--- src/rtl/isa_slave_pkg.sv ---
package isa_slave_pkg;

    typedef enum logic [1:0] {
        BUS_IDLE,
        BUS_READ,
        BUS_WRITE,
        BUS_SKIP
    } bus_state_e;

    typedef enum logic [1:0] {
        CH_IDLE,
        CH_REQ,
        CH_LAST_ACK,
        CH_LAST_RD
    } ch_state_e;

endpackage

--- src/rtl/isa_edge_sync.sv ---
module isa_edge_sync #(
    parameter int          W        = 1,
    parameter logic [W-1:0] IDLE_VAL = '0
) (
    input  logic         clk,
    input  logic         rst_n,
    input  logic [W-1:0] async_in,
    output logic [W-1:0] level,
    output logic [W-1:0] fall,
    output logic [W-1:0] rise
);

    logic [W-1:0] meta_q;
    logic [W-1:0] sync_q;
    logic [W-1:0] prev_q;

    always_ff @(posedge clk or negedge rst_n) begin
        if (!rst_n) begin
            meta_q <= IDLE_VAL;
            sync_q <= IDLE_VAL;
            prev_q <= IDLE_VAL;
        end else begin
            meta_q <= async_in;
            sync_q <= meta_q;
            prev_q <= sync_q;
        end
    end

    assign level = sync_q;
    assign fall  = prev_q & ~sync_q;
    assign rise  = ~prev_q & sync_q;

endmodule

--- src/rtl/isa_addr_match.sv ---
module isa_addr_match #(
    parameter int                ADDR_W    = 11,
    parameter logic [ADDR_W-1:0] BASE_ADDR = 11'h3F0,
    parameter int                NUM_REGS  = 8
) (
    input  logic [ADDR_W-1:0] addr,
    output logic              hit
);

    localparam logic [ADDR_W:0] LO = {1'b0, BASE_ADDR};
    localparam logic [ADDR_W:0] HI = LO + (ADDR_W+1)'(NUM_REGS);

    logic [ADDR_W:0] addr_ext;

    always_comb begin
        addr_ext = {1'b0, addr};
        hit      = (addr_ext >= LO) && (addr_ext < HI);
    end

endmodule

--- src/rtl/isa_dma_channel.sv ---
module isa_dma_channel
    import isa_slave_pkg::*;
(
    input  logic clk,
    input  logic rst_n,
    input  logic enable,
    input  logic req_pulse,
    input  logic last_pulse,
    input  logic ack_lvl_n,
    input  logic ack_fall,
    input  logic ack_rise,
    input  logic rd_fall,
    output logic drq
);

    ch_state_e st_q;
    ch_state_e st_d;

    // state register
    always_ff @(posedge clk or negedge rst_n) begin
        if (!rst_n) st_q <= CH_IDLE;
        else        st_q <= st_d;
    end

    // next state
    always_comb begin
        st_d = st_q;
        unique case (st_q)
            CH_IDLE: begin
                if (enable && req_pulse) st_d = CH_REQ;
            end
            CH_REQ: begin
                if (last_pulse) st_d = ack_lvl_n ? CH_LAST_ACK : CH_LAST_RD;
            end
            CH_LAST_ACK: begin
                if (ack_fall) st_d = CH_IDLE;
            end
            CH_LAST_RD: begin
                if (rd_fall)       st_d = CH_IDLE;
                else if (ack_rise) st_d = CH_LAST_ACK;
            end
        endcase
        if (!enable) st_d = CH_IDLE;
    end

    // output register
    always_ff @(posedge clk or negedge rst_n) begin
        if (!rst_n) drq <= 1'b0;
        else        drq <= (st_d != CH_IDLE);
    end

    AST_DRQ_DISABLED: assert property (@(posedge clk) disable iff (!rst_n)
        !enable |=> !drq);
    AST_DRQ_RISE_CAUSE: assert property (@(posedge clk) disable iff (!rst_n)
        $rose(drq) |-> $past(enable && req_pulse));
    AST_DRQ_DROP_CAUSE: assert property (@(posedge clk) disable iff (!rst_n)
        $fell(drq) |-> $past(!enable || ack_fall || rd_fall));

endmodule

--- src/rtl/isa_bus_fsm.sv ---
module isa_bus_fsm
    import isa_slave_pkg::*;
#(
    parameter int ADDR_W = 11,
    parameter int DATA_W = 8,
    parameter int NUM_CH = 3
) (
    input  logic              clk,
    input  logic              rst_n,
    input  logic              rd_lvl,
    input  logic              wr_lvl,
    input  logic              rd_fall,
    input  logic              rd_rise,
    input  logic              wr_fall,
    input  logic              wr_rise,
    input  logic              aen_lvl,
    input  logic [NUM_CH-1:0] ack_lvl_n,
    input  logic              addr_hit,
    input  logic [ADDR_W-1:0] bus_addr,
    input  logic [DATA_W-1:0] bus_wdata,
    input  logic [DATA_W-1:0] reg_rdata,
    output logic              reg_rd_en,
    output logic              reg_wr_en,
    output logic [ADDR_W-1:0] reg_addr,
    output logic [DATA_W-1:0] reg_wdata,
    output logic [NUM_CH-1:0] reg_dma_sel,
    output logic              dma_conflict,
    output logic [DATA_W-1:0] bus_rdata,
    output logic              bus_oe
);

    localparam int CW = $clog2(NUM_CH + 1) + 1;

    bus_state_e        st_q, st_d;
    logic [NUM_CH-1:0] ack_low;
    logic [CW-1:0]     ack_cnt;
    logic              dma_ok, dma_clash, target_ok;

    logic              rd_en_d, wr_en_d, conflict_d, oe_d;
    logic [ADDR_W-1:0] addr_d;
    logic [DATA_W-1:0] wdata_d, rdata_d;
    logic [NUM_CH-1:0] sel_d;

    always_comb begin
        ack_low = ~ack_lvl_n;
        ack_cnt = '0;
        for (int i = 0; i < NUM_CH; i++) begin
            ack_cnt = ack_cnt + CW'(ack_low[i]);
        end
        dma_ok    = aen_lvl && (ack_cnt == CW'(1));
        dma_clash = aen_lvl && (ack_cnt > CW'(1));
        target_ok = dma_ok || (!aen_lvl && addr_hit);
    end

    // state register
    always_ff @(posedge clk or negedge rst_n) begin
        if (!rst_n) st_q <= BUS_IDLE;
        else        st_q <= st_d;
    end

    // next state and next outputs
    always_comb begin
        st_d       = st_q;
        rd_en_d    = 1'b0;
        wr_en_d    = 1'b0;
        oe_d       = 1'b0;
        addr_d     = reg_addr;
        wdata_d    = reg_wdata;
        rdata_d    = bus_rdata;
        sel_d      = reg_dma_sel;
        conflict_d = dma_conflict;
        unique case (st_q)
            BUS_IDLE: begin
                if (rd_fall || wr_fall) begin
                    addr_d     = bus_addr;
                    sel_d      = dma_ok ? ack_low : '0;
                    conflict_d = dma_conflict || dma_clash;
                    if (!target_ok) begin
                        st_d = BUS_SKIP;
                    end else if (rd_fall) begin
                        st_d    = BUS_READ;
                        rd_en_d = 1'b1;
                    end else begin
                        st_d = BUS_WRITE;
                    end
                end
            end
            BUS_READ: begin
                if (reg_rd_en) rdata_d = reg_rdata;
                if (rd_rise) st_d = BUS_IDLE;
                else         oe_d = 1'b1;
            end
            BUS_WRITE: begin
                if (wr_rise) begin
                    st_d    = BUS_IDLE;
                    wr_en_d = 1'b1;
                end else begin
                    wdata_d = bus_wdata;
                end
            end
            BUS_SKIP: begin
                if (rd_lvl && wr_lvl) st_d = BUS_IDLE;
            end
        endcase
    end

    // output registers
    always_ff @(posedge clk or negedge rst_n) begin
        if (!rst_n) begin
            reg_rd_en    <= 1'b0;
            reg_wr_en    <= 1'b0;
            reg_addr     <= '0;
            reg_wdata    <= '0;
            reg_dma_sel  <= '0;
            dma_conflict <= 1'b0;
            bus_rdata    <= '0;
            bus_oe       <= 1'b0;
        end else begin
            reg_rd_en    <= rd_en_d;
            reg_wr_en    <= wr_en_d;
            reg_addr     <= addr_d;
            reg_wdata    <= wdata_d;
            reg_dma_sel  <= sel_d;
            dma_conflict <= conflict_d;
            bus_rdata    <= rdata_d;
            bus_oe       <= oe_d;
        end
    end

    AST_RD_PULSE_SINGLE: assert property (@(posedge clk) disable iff (!rst_n)
        reg_rd_en |=> !reg_rd_en);
    AST_WR_PULSE_SINGLE: assert property (@(posedge clk) disable iff (!rst_n)
        reg_wr_en |=> !reg_wr_en);
    AST_NO_DUAL_PULSE: assert property (@(posedge clk) disable iff (!rst_n)
        !(reg_rd_en && reg_wr_en));
    AST_OE_NOT_ON_WRITE: assert property (@(posedge clk) disable iff (!rst_n)
        bus_oe |-> !reg_wr_en);
    AST_SEL_ONEHOT: assert property (@(posedge clk) disable iff (!rst_n)
        $onehot0(reg_dma_sel));
    AST_CONFLICT_HELD: assert property (@(posedge clk) disable iff (!rst_n)
        dma_conflict |=> dma_conflict);

endmodule

--- src/rtl/isa_io_slave.sv ---
module isa_io_slave
    import isa_slave_pkg::*;
#(
    parameter int                ADDR_W    = 11,
    parameter int                DATA_W    = 8,
    parameter int                NUM_CH    = 3,
    parameter logic [ADDR_W-1:0] BASE_ADDR = 11'h3F0,
    parameter int                NUM_REGS  = 8
) (
    input  logic              clk,
    input  logic              rst_n,
    input  logic              bus_ior_n,
    input  logic              bus_iow_n,
    input  logic              bus_aen,
    input  logic [ADDR_W-1:0] bus_addr,
    input  logic [DATA_W-1:0] bus_din,
    output logic [DATA_W-1:0] bus_dout,
    output logic              bus_doe,
    input  logic [NUM_CH-1:0] dma_ack_n,
    output logic [NUM_CH-1:0] dma_req,
    input  logic [NUM_CH-1:0] ch_enable,
    input  logic [NUM_CH-1:0] ch_req_pulse,
    input  logic [NUM_CH-1:0] ch_last,
    output logic              reg_rd_en,
    output logic              reg_wr_en,
    output logic [ADDR_W-1:0] reg_addr,
    output logic [DATA_W-1:0] reg_wdata,
    output logic [NUM_CH-1:0] reg_dma_sel,
    input  logic [DATA_W-1:0] reg_rdata,
    output logic              dma_conflict
);

    logic [1:0]        stb_lvl, stb_fall, stb_rise;
    logic [NUM_CH-1:0] ack_lvl_n, ack_fall, ack_rise;
    logic              aen_meta_q, aen_q;
    logic              addr_hit;

    // bit 0: read strobe, bit 1: write strobe
    isa_edge_sync #(.W(2), .IDLE_VAL(2'b11)) u_stb_sync (
        .clk      (clk),
        .rst_n    (rst_n),
        .async_in ({bus_iow_n, bus_ior_n}),
        .level    (stb_lvl),
        .fall     (stb_fall),
        .rise     (stb_rise)
    );

    isa_edge_sync #(.W(NUM_CH), .IDLE_VAL({NUM_CH{1'b1}})) u_ack_sync (
        .clk      (clk),
        .rst_n    (rst_n),
        .async_in (dma_ack_n),
        .level    (ack_lvl_n),
        .fall     (ack_fall),
        .rise     (ack_rise)
    );

    always_ff @(posedge clk or negedge rst_n) begin
        if (!rst_n) begin
            aen_meta_q <= 1'b0;
            aen_q      <= 1'b0;
        end else begin
            aen_meta_q <= bus_aen;
            aen_q      <= aen_meta_q;
        end
    end

    isa_addr_match #(
        .ADDR_W    (ADDR_W),
        .BASE_ADDR (BASE_ADDR),
        .NUM_REGS  (NUM_REGS)
    ) u_match (
        .addr (bus_addr),
        .hit  (addr_hit)
    );

    isa_bus_fsm #(
        .ADDR_W (ADDR_W),
        .DATA_W (DATA_W),
        .NUM_CH (NUM_CH)
    ) u_bus (
        .clk          (clk),
        .rst_n        (rst_n),
        .rd_lvl       (stb_lvl[0]),
        .wr_lvl       (stb_lvl[1]),
        .rd_fall      (stb_fall[0]),
        .rd_rise      (stb_rise[0]),
        .wr_fall      (stb_fall[1]),
        .wr_rise      (stb_rise[1]),
        .aen_lvl      (aen_q),
        .ack_lvl_n    (ack_lvl_n),
        .addr_hit     (addr_hit),
        .bus_addr     (bus_addr),
        .bus_wdata    (bus_din),
        .reg_rdata    (reg_rdata),
        .reg_rd_en    (reg_rd_en),
        .reg_wr_en    (reg_wr_en),
        .reg_addr     (reg_addr),
        .reg_wdata    (reg_wdata),
        .reg_dma_sel  (reg_dma_sel),
        .dma_conflict (dma_conflict),
        .bus_rdata    (bus_dout),
        .bus_oe       (bus_doe)
    );

    for (genvar c = 0; c < NUM_CH; c++) begin : g_ch
        isa_dma_channel u_ch (
            .clk        (clk),
            .rst_n      (rst_n),
            .enable     (ch_enable[c]),
            .req_pulse  (ch_req_pulse[c]),
            .last_pulse (ch_last[c]),
            .ack_lvl_n  (ack_lvl_n[c]),
            .ack_fall   (ack_fall[c]),
            .ack_rise   (ack_rise[c]),
            .rd_fall    (stb_fall[0]),
            .drq        (dma_req[c])
        );
    end

endmodule

--- config.mk ---
export PLATFORM = sky130hd
export DESIGN_NAME = isa_io_slave
export DESIGN_NICKNAME = d
export VERILOG_FILES = /design/src/rtl/isa_slave_pkg.sv /design/src/rtl/isa_edge_sync.sv /design/src/rtl/isa_addr_match.sv /design/src/rtl/isa_dma_channel.sv /design/src/rtl/isa_bus_fsm.sv /design/src/rtl/isa_io_slave.sv
export SDC_FILE = /design/constraint.sdc
export NUM_CORES = 1
export LEC_CHECK = 0
export BUFFER_PORTS_ARGS = -buffer_cell sky130_fd_sc_hd__clkbuf_2
export CORE_MARGIN = 2
export CORE_UTILIZATION = 53
export DETAILED_ROUTE_END_ITERATION = 10
export GPL_ROUTABILITY_DRIVEN = 0
export GPL_TIMING_DRIVEN = 0
export HOLD_SLACK_MARGIN = 0.02
export PLACE_DENSITY = 0.83
export SLEW_MARGIN = 30
export SYNTH_ARGS = -nofsm -noshare
export SYNTH_HDL_FRONTEND = slang
export SYNTH_HIERARCHICAL = 1
export SYNTH_SLANG_ARGS = --single-unit
export TNS_END_PERCENT = 1
--- constraint.sdc ---
create_clock -name clk -period 3.1 [get_ports clk]
set_input_delay 0.465 -clock clk [delete_from_list [all_inputs] [get_ports clk]]
set_output_delay 0.465 -clock clk [all_outputs]
set_load 0.02 [all_outputs]
## Yosys cells after proc, flatten, opt, wreduce, memory -nomap -nowiden

Index checks and enable logic that the tools add are counted.
W data, S select, Z words.

- Order comparisons: 3
- Reductions and logical operators: 23
- Div/mod/pow operators: 0
- Eq/ne operators: 17
- $add $sub $neg: 2
- Shifts and indexed selects: 0
- Mux-type cells: 40
- $mul: 0
- Bitwise operators: 9

Operators with widths:

| operator | number |
|---|---|
| $mux W2 | 24 |
| $pmux W2 S4 | 4 |
| $eq A2 B2 Y1 const B | 8 |
| $ge A11 B10 Y1 const B | 1 |
| $lt A11 B10 Y1 const B | 1 |
| $mux W1 | 11 |
| $eq A2 B1 Y1 const B | 4 |
| $logic_and A1 B1 Y1 | 8 |
| $logic_not A2 Y1 | 4 |
| $and A3 B3 Y3 | 2 |
| $not A3 Y3 | 2 |
| $reduce_and A2 Y1 | 3 |
| $reduce_bool A2 Y1 | 3 |
| $and A2 B2 Y2 | 2 |
| $ne A2 B1 Y1 const B | 2 |
| $ne A2 B2 Y1 const B | 2 |
| $not A2 Y2 | 2 |
| $reduce_and A4 Y1 | 1 |
| $add A3 B1 Y3 | 1 |
| $eq A3 B1 Y1 const B | 1 |
| $gt A3 B1 Y1 const B | 1 |
| $logic_or A1 B1 Y1 | 3 |
| $mux W3 | 1 |
| $add A1 B1 Y2 | 1 |
| other kinds (2) | 2 |

- Memory bits (read-only): 0
- Bits in latches: 0
- Logic and storage cells: 117
- Memory bits (writable): 0
- Bits in registers: 62
- Memories kept: 0

## Longest topological paths before layout

- Depth after elaboration: 9
- Gate-level depth with buffers: 5
- Mapped depth without buffers: 5

## Hierarchy

Netlist, hierarchy kept.

Modules (own cells, without submodules):

| module | area an instance (um2) | cells an instance | times used |
|---|---|---|---|
| isa_bus_fsm | 1,428.9 | 92 | 1 |
| isa_dma_channel | 147.6 | 14 | 3 |
| isa_edge_sync (u_ack_sync) | 289.0 | 15 | 1 |
| isa_edge_sync (u_stb_sync) | 192.7 | 10 | 1 |
| isa_io_slave | 50.0 | 2 | 1 |
| isa_addr_match | 22.5 | 3 | 1 |

## Worst setup path before layout

OpenSTA, ideal clock, no wires.

- Path type: reg2reg
- Start point: reg u_ack_sync.sync_q[2], in the netlist u_ack_sync/level[2]
- End point: reg u_bus.reg_dma_sel[1]
- Data required time: 3.022 ns
- Arrival: 1.780 ns
- Library setup time: 0.078 ns
- Buffers on the path: 0
- Setup slack: 1.242 ns
- Clock period less this slack: 1.858 ns
- Stages on the path, launching flop included: 5
- Path through: dfstp_2 -> fa_1 -> nand3b_1 -> or4_1 -> o2bb2ai_1

- Longest elaborated chain between the ends: 5

RTL lines:

| element | line | source |
|---|---|---|
| start: declaration | isa_edge_sync.sv:14 | `logic [W-1:0] sync_q;` |
| start signal: assignment | isa_edge_sync.sv:24 | `sync_q <= meta_q;` |
| $not A3 Y3 | isa_bus_fsm.sv:45 | `ack_low = ~ack_lvl_n;` |
| $add A3 B1 Y3 | isa_bus_fsm.sv:48 | `ack_cnt = ack_cnt + CW'(ack_low[i]);` |
| $eq A3 B1 Y1 | isa_bus_fsm.sv:50 | `dma_ok = aen_lvl && (ack_cnt == CW'(1));` |
| $logic_and A1 B1 Y1 | isa_bus_fsm.sv:50 |  |
| $mux W3 | isa_bus_fsm.sv:76 | `sel_d = dma_ok ? ack_low : '0;` |
| end signal: assignment | isa_bus_fsm.sv:123 | `reg_dma_sel <= sel_d;` |
| end: declaration | isa_bus_fsm.sv:26 | `output logic [NUM_CH-1:0] reg_dma_sel,` |

Every way passes these cells.
A chain may end at the register's enable or synchronous reset.

## Final worst setup path

- Start point: reg u_ack_sync.sync_q[2], in the netlist u_ack_sync/level[2]
- End point: reg u_bus.reg_dma_sel[0]

The elaborated chain is that of the path after synthesis.

==> flow_results.xml <==
<?xml version="1.0" encoding="UTF-8"?>
<metrics>
  <group name="cts">
    <metric name="cts.repair_timing.setup_buffer_count" unit="">0</metric>
    <metric name="numCtsBuffers" unit="">9</metric>
    <metric name="cts_tree" unit="">done</metric>
    <metric name="clock-sinks" unit="">62</metric>
    <metric name="clkSlewWorstSetupHoldPaths" unit="ns">0.07</metric>
    <metric name="insertion_delay" unit="ns">0.32</metric>
    <metric name="clock-root-buffer" unit="">sky130_fd_sc_hd__clkbuf_8</metric>
    <metric name="cts-htree-levels" unit="">3</metric>
    <metric name="ctsLongestPathBuffers" unit="">2</metric>
    <metric name="cts.repair.resized" unit="">0</metric>
  </group>
  <group name="critical_path">
    <metric name="crit_path_end_kind" unit="">flop</metric>
    <metric name="critical_path_required" unit="ns">3.34</metric>
    <metric name="timing.critical_path.arrival" unit="ns">2.26</metric>
    <metric name="reg2regPathDepth" unit="">4</metric>
    <metric name="startpoint_type" unit="">flop</metric>
    <metric name="critical_path_class" unit="">flop to flop</metric>
    <metric name="worstSetupPathDepth" unit="">4</metric>
    <metric name="critical_path.top_delay_family" unit="">simple AND/OR/NAND/NOR gates</metric>
    <metric name="cp.buffers_inverters" unit="">0</metric>
    <metric name="reg2reg_from" unit="">u_ack_sync/level[2]$_DFF_PN1_</metric>
    <metric name="path_cells" unit="">fa_1, nand3b_1, or4_1, o2bb2ai_1</metric>
    <metric name="cpPeakStageDelay" unit="ns">0.60</metric>
    <metric name="rr_endpoint" unit="">u_bus/reg_dma_sel[0]$_DFFE_PN0P_</metric>
    <metric name="worst_setup_path_startpoint" unit="">u_ack_sync/level[2]$_DFF_PN1_</metric>
    <metric name="destination_of_the_critical_timing_path" unit="">u_bus/reg_dma_sel[0]$_DFFE_PN0P_</metric>
    <metric name="cp_max_fo" unit="">6</metric>
    <metric name="timing.critical_path.slowest_stage_cell" unit="">sky130_fd_sc_hd__dfstp_2</metric>
    <metric name="setup.reg_to_reg.worst_slack" unit="ns">1.07</metric>
  </group>
  <group name="detailed_routing">
    <metric name="dr.first_iter.drc_count" unit="">63</metric>
    <metric name="drt_first_pass_iters" unit="">4</metric>
    <metric name="top_signal_layer_used" unit="">met4</metric>
    <metric name="wl" unit="mm">4.23</metric>
    <metric name="post_drt_via_cell_ratio" unit="">5.19</metric>
    <metric name="wl_met3" unit="um">276</metric>
    <metric name="drt-met1-wl" unit="mm">1.82</metric>
    <metric name="post_route_drc" unit="">0</metric>
    <metric name="vias" unit="">1629</metric>
    <metric name="met2_length" unit="mm">2.08</metric>
    <metric name="routedWlPerCell" unit="um">13.5</metric>
    <metric name="ant_nets" unit="">0</metric>
  </group>
  <group name="yosys">
    <metric name="syn-instance-count" unit="">164</metric>
    <metric name="syn-num-nets" unit="">209</metric>
    <metric name="ys_warn_count" unit="">6</metric>
    <metric name="syn_area_per_cell" unit="um2">14.8</metric>
    <metric name="synthesized_area" unit="um2">2430</metric>
    <metric name="synth_sequential_area_ratio" unit="%">64.7</metric>
    <metric name="synth.lib_cells_used.distinct" unit="">30</metric>
    <metric name="yosys_register_bits" unit="">62</metric>
  </group>
  <group name="sta">
    <metric name="tightest_slew" unit="ns">0.454</metric>
    <metric name="final_period_minus_worst_setup_slack" unit="ns">2.03</metric>
    <metric name="report.final.setup_viol" unit="">0</metric>
    <metric name="tns" unit="ns">0</metric>
    <metric name="final-hold-violation-count" unit="">0</metric>
    <metric name="fmaxAchievable" unit="MHz">493</metric>
    <metric name="worst_slew_margin_rel" unit="%">69.8</metric>
    <metric name="timing.final.crit_share" unit="%">65.4</metric>
    <metric name="fin_skew" unit="ns">0.0115</metric>
    <metric name="fin_worst_hold_slack" unit="ns">0.219</metric>
    <metric name="grt_setup_unrepaired" unit="">false</metric>
    <metric name="maxSlewViolCount" unit="">0</metric>
  </group>
  <group name="die">
    <metric name="io-pin-count" unit="">81</metric>
    <metric name="std_cell_rows" unit="">24</metric>
    <metric name="floorplan.initialDensity" unit="%">55.3</metric>
    <metric name="design.core.area" unit="um2">4380</metric>
    <metric name="fp.dieW" unit="um">71.7</metric>
    <metric name="die_footprint" unit="um2">5130</metric>
    <metric name="chipHeight" unit="um">71.7</metric>
  </group>
  <group name="flow_run">
    <metric name="timing.max_cap.violations" unit="">0</metric>
  </group>
  <group name="global_routing">
    <metric name="pin_count_of_the_biggest_net_entering_global_routing" unit="">50</metric>
    <metric name="grt_pass1_vias" unit="">1567</metric>
    <metric name="antenna_found_initial" unit="">0</metric>
    <metric name="grt_pass1_wl" unit="mm">6.84</metric>
    <metric name="grt_remaining_overflow" unit="">0</metric>
    <metric name="grt.total_usage" unit="%">17.6</metric>
  </group>
  <group name="placement">
    <metric name="detailed_place_hpwl" unit="mm">3.08</metric>
    <metric name="detailed_place.area" unit="um2">2920</metric>
    <metric name="portBuffers" unit="">80</metric>
  </group>
  <group name="finish">
    <metric name="syn_to_final_growth" unit="%">29.1</metric>
    <metric name="n_fill_cell" unit="">314</metric>
    <metric name="post-route-cell-area" unit="um2">3130</metric>
    <metric name="finish.utilization" unit="%">71.4</metric>
    <metric name="antenna_cells" unit="">0</metric>
    <metric name="post_route_cells_drive_above_1_share" unit="%">58.4</metric>
    <metric name="num-nets-final" unit="">302</metric>
  </group>
  <group name="min_path">
    <metric name="hold_path_class" unit="">primary input to flop</metric>
  </group>
  <group name="outcome">
    <metric name="status" unit="">completed</metric>
  </group>
  <group name="pwr">
    <metric name="leakagePower" unit="nW">1.52</metric>
    <metric name="ir_drop" unit="mV">0.650</metric>
    <metric name="powerDensity" unit="nW/um2">862</metric>
  </group>
</metrics>
[metal layers]
layer | track usage [%] | vias up
li1 | - | 780
met1 | 22.0 | 792
met2 | 27.4 | 50
met3 | 6.19 | 7
met4 | 9.01 | 0
met5 | 0 | -
[placed cells by master (no fill, tap or decap), types with 2 or more instances in the layout]
master and instances:
sky130_fd_sc_hd__clkbuf_2 79, sky130_fd_sc_hd__dfrtp_1 47, sky130_fd_sc_hd__mux2_2 27, sky130_fd_sc_hd__dfstp_2 15, sky130_fd_sc_hd__clkbuf_8 11, sky130_fd_sc_hd__and2b_2 10
sky130_fd_sc_hd__o21ai_0 8, sky130_fd_sc_hd__nand2b_1 7, sky130_fd_sc_hd__nand3_1 7, sky130_fd_sc_hd__nand2_1 4, sky130_fd_sc_hd__clkinv_2 3, sky130_fd_sc_hd__nor4bb_1 3
sky130_fd_sc_hd__mux2i_1 3, sky130_fd_sc_hd__and4b_1 3, sky130_fd_sc_hd__a31oi_1 3, sky130_fd_sc_hd__inv_1 3, sky130_fd_sc_hd__o211ai_1 3, sky130_fd_sc_hd__o2bb2ai_1 3
sky130_fd_sc_hd__buf_6 2, sky130_fd_sc_hd__nor2_1 2, sky130_fd_sc_hd__nand3b_1 2
[metrics by stage]
stage               setup slack, ns  total power [mW]  std cells
floorplan                      1.24              1.71        164
global placement               1.11              1.99        296
detailed placement             1.08              2.03        297
CTS                            1.07              2.73        314
global route                  0.987              2.84        314
finish                         1.07              2.70        314
[worst min-delay path by stage]
stage / startpoint / endpoint / cells past startpoint
floorplan: rst_n / aen_meta_q$_DFF_PN0_ / 0
global placement: aen_meta_q$_DFF_PN0_ / aen_q$_DFF_PN0_ / 0
detailed placement: aen_meta_q$_DFF_PN0_ / aen_q$_DFF_PN0_ / 0
CTS: dma_ack_n[1] / u_ack_sync/meta_q[1]$_DFF_PN1_ / 1
global route: dma_ack_n[1] / u_ack_sync/meta_q[1]$_DFF_PN1_ / 1
finish: dma_ack_n[1] / u_ack_sync/meta_q[1]$_DFF_PN1_ / 1
[cell type report]
class	instances	area (um2)	area share, %
flip-flops and latches	62	1570	50.1
multi-input cells	97	822	26.2
clock buffers	12	155	4.95
repair buffers	82	440	14.1
plain buffers	2	22.5	0.719
well taps	52	65.1	2.08
clock inverters	4	45.0	1.44
inverters	3	11.3	0.360
[power by group]
group | internal (mW) | leakage (nW) | switching, mW
logic | 0.379 | 0.681 | 0.468
clock network | 0.411 | 0.106 | 0.285
registers | 1.04 | 0.729 | 0.121
total | 1.83 | 1.52 | 0.874
[sequential cells by signal (all words and copies together), names as in the netlist, 2 cells and up]
signal / count
g_ch.u_ch/st_q: 6
g_ch.u_ch/drq: 3
u_bus/reg_addr: 11
u_bus/reg_wdata: 8
u_ack_sync/meta_q: 3
u_bus/bus_rdata: 8
u_stb_sync/meta_q: 2
u_bus/reg_dma_sel: 3
u_ack_sync/prev_q: 3
u_stb_sync/level: 2
u_stb_sync/prev_q: 2
u_ack_sync/level: 3
u_bus/st_q: 2
[cells by family (layout without fill, tap and decap cells)]
logic type | Yosys count | in the layout | share of synthesized area (%)
muxes | 30 | 30 | 13.8
adders and majority gates | 1 | 1 | 0.825
AOI/OAI and AO/OA | 21 | 21 | 5.62
DFF | 62 | 62 | 64.7
and+or+nand+nor | 45 | 45 | 13.7
buffers and inverters | 5 | 103 | 1.39
[cells in the mapped netlist]
| cell type | n | area share (%) |
|---|---|---|
| sky130_fd_sc_hd__nor3b_1 | 1 | 0.31 |
| sky130_fd_sc_hd__and4b_1 | 3 | 1.2 |
| sky130_fd_sc_hd__and3b_1 | 1 | 0.36 |
| sky130_fd_sc_hd__mux2_2 | 27 | 13 |
| sky130_fd_sc_hd__a21oi_1 | 1 | 0.21 |
| sky130_fd_sc_hd__o2bb2ai_1 | 3 | 1.1 |
| sky130_fd_sc_hd__or4_1 | 1 | 0.31 |
| sky130_fd_sc_hd__o21ai_2 | 1 | 0.36 |
| sky130_fd_sc_hd__a31oi_1 | 3 | 0.77 |
| sky130_fd_sc_hd__fa_1 | 1 | 0.83 |
| sky130_fd_sc_hd__nand2_1 | 4 | 0.62 |
| sky130_fd_sc_hd__nand2b_1 | 7 | 1.8 |
| sky130_fd_sc_hd__nand3b_1 | 2 | 0.62 |
| sky130_fd_sc_hd__o21bai_1 | 1 | 0.31 |
| sky130_fd_sc_hd__dfstp_2 | 15 | 16 |
| sky130_fd_sc_hd__nor2_1 | 2 | 0.31 |
| sky130_fd_sc_hd__nor4_2 | 1 | 0.52 |
| sky130_fd_sc_hd__inv_1 | 3 | 0.46 |
| sky130_fd_sc_hd__and2_1 | 1 | 0.26 |
| sky130_fd_sc_hd__nor3b_4 | 1 | 0.77 |
| sky130_fd_sc_hd__o211ai_1 | 3 | 0.93 |
| sky130_fd_sc_hd__o21ai_0 | 8 | 1.7 |
| sky130_fd_sc_hd__nand4_1 | 1 | 0.26 |
| sky130_fd_sc_hd__nor4bb_1 | 3 | 1.2 |
| sky130_fd_sc_hd__nand3_1 | 7 | 1.4 |
| sky130_fd_sc_hd__buf_6 | 2 | 0.93 |
| sky130_fd_sc_hd__mux2i_1 | 3 | 1.2 |
| sky130_fd_sc_hd__a21boi_0 | 1 | 0.31 |
| sky130_fd_sc_hd__and2b_2 | 10 | 3.6 |
| sky130_fd_sc_hd__dfrtp_1 | 47 | 48 |
[repair_timing]
item	4_1_cts	5_1_grt
hold endpoints to repair	9	0
hold buffers	1	0
endpoints found under the setup margin	0	0
(Power assumes the default switching activity.)
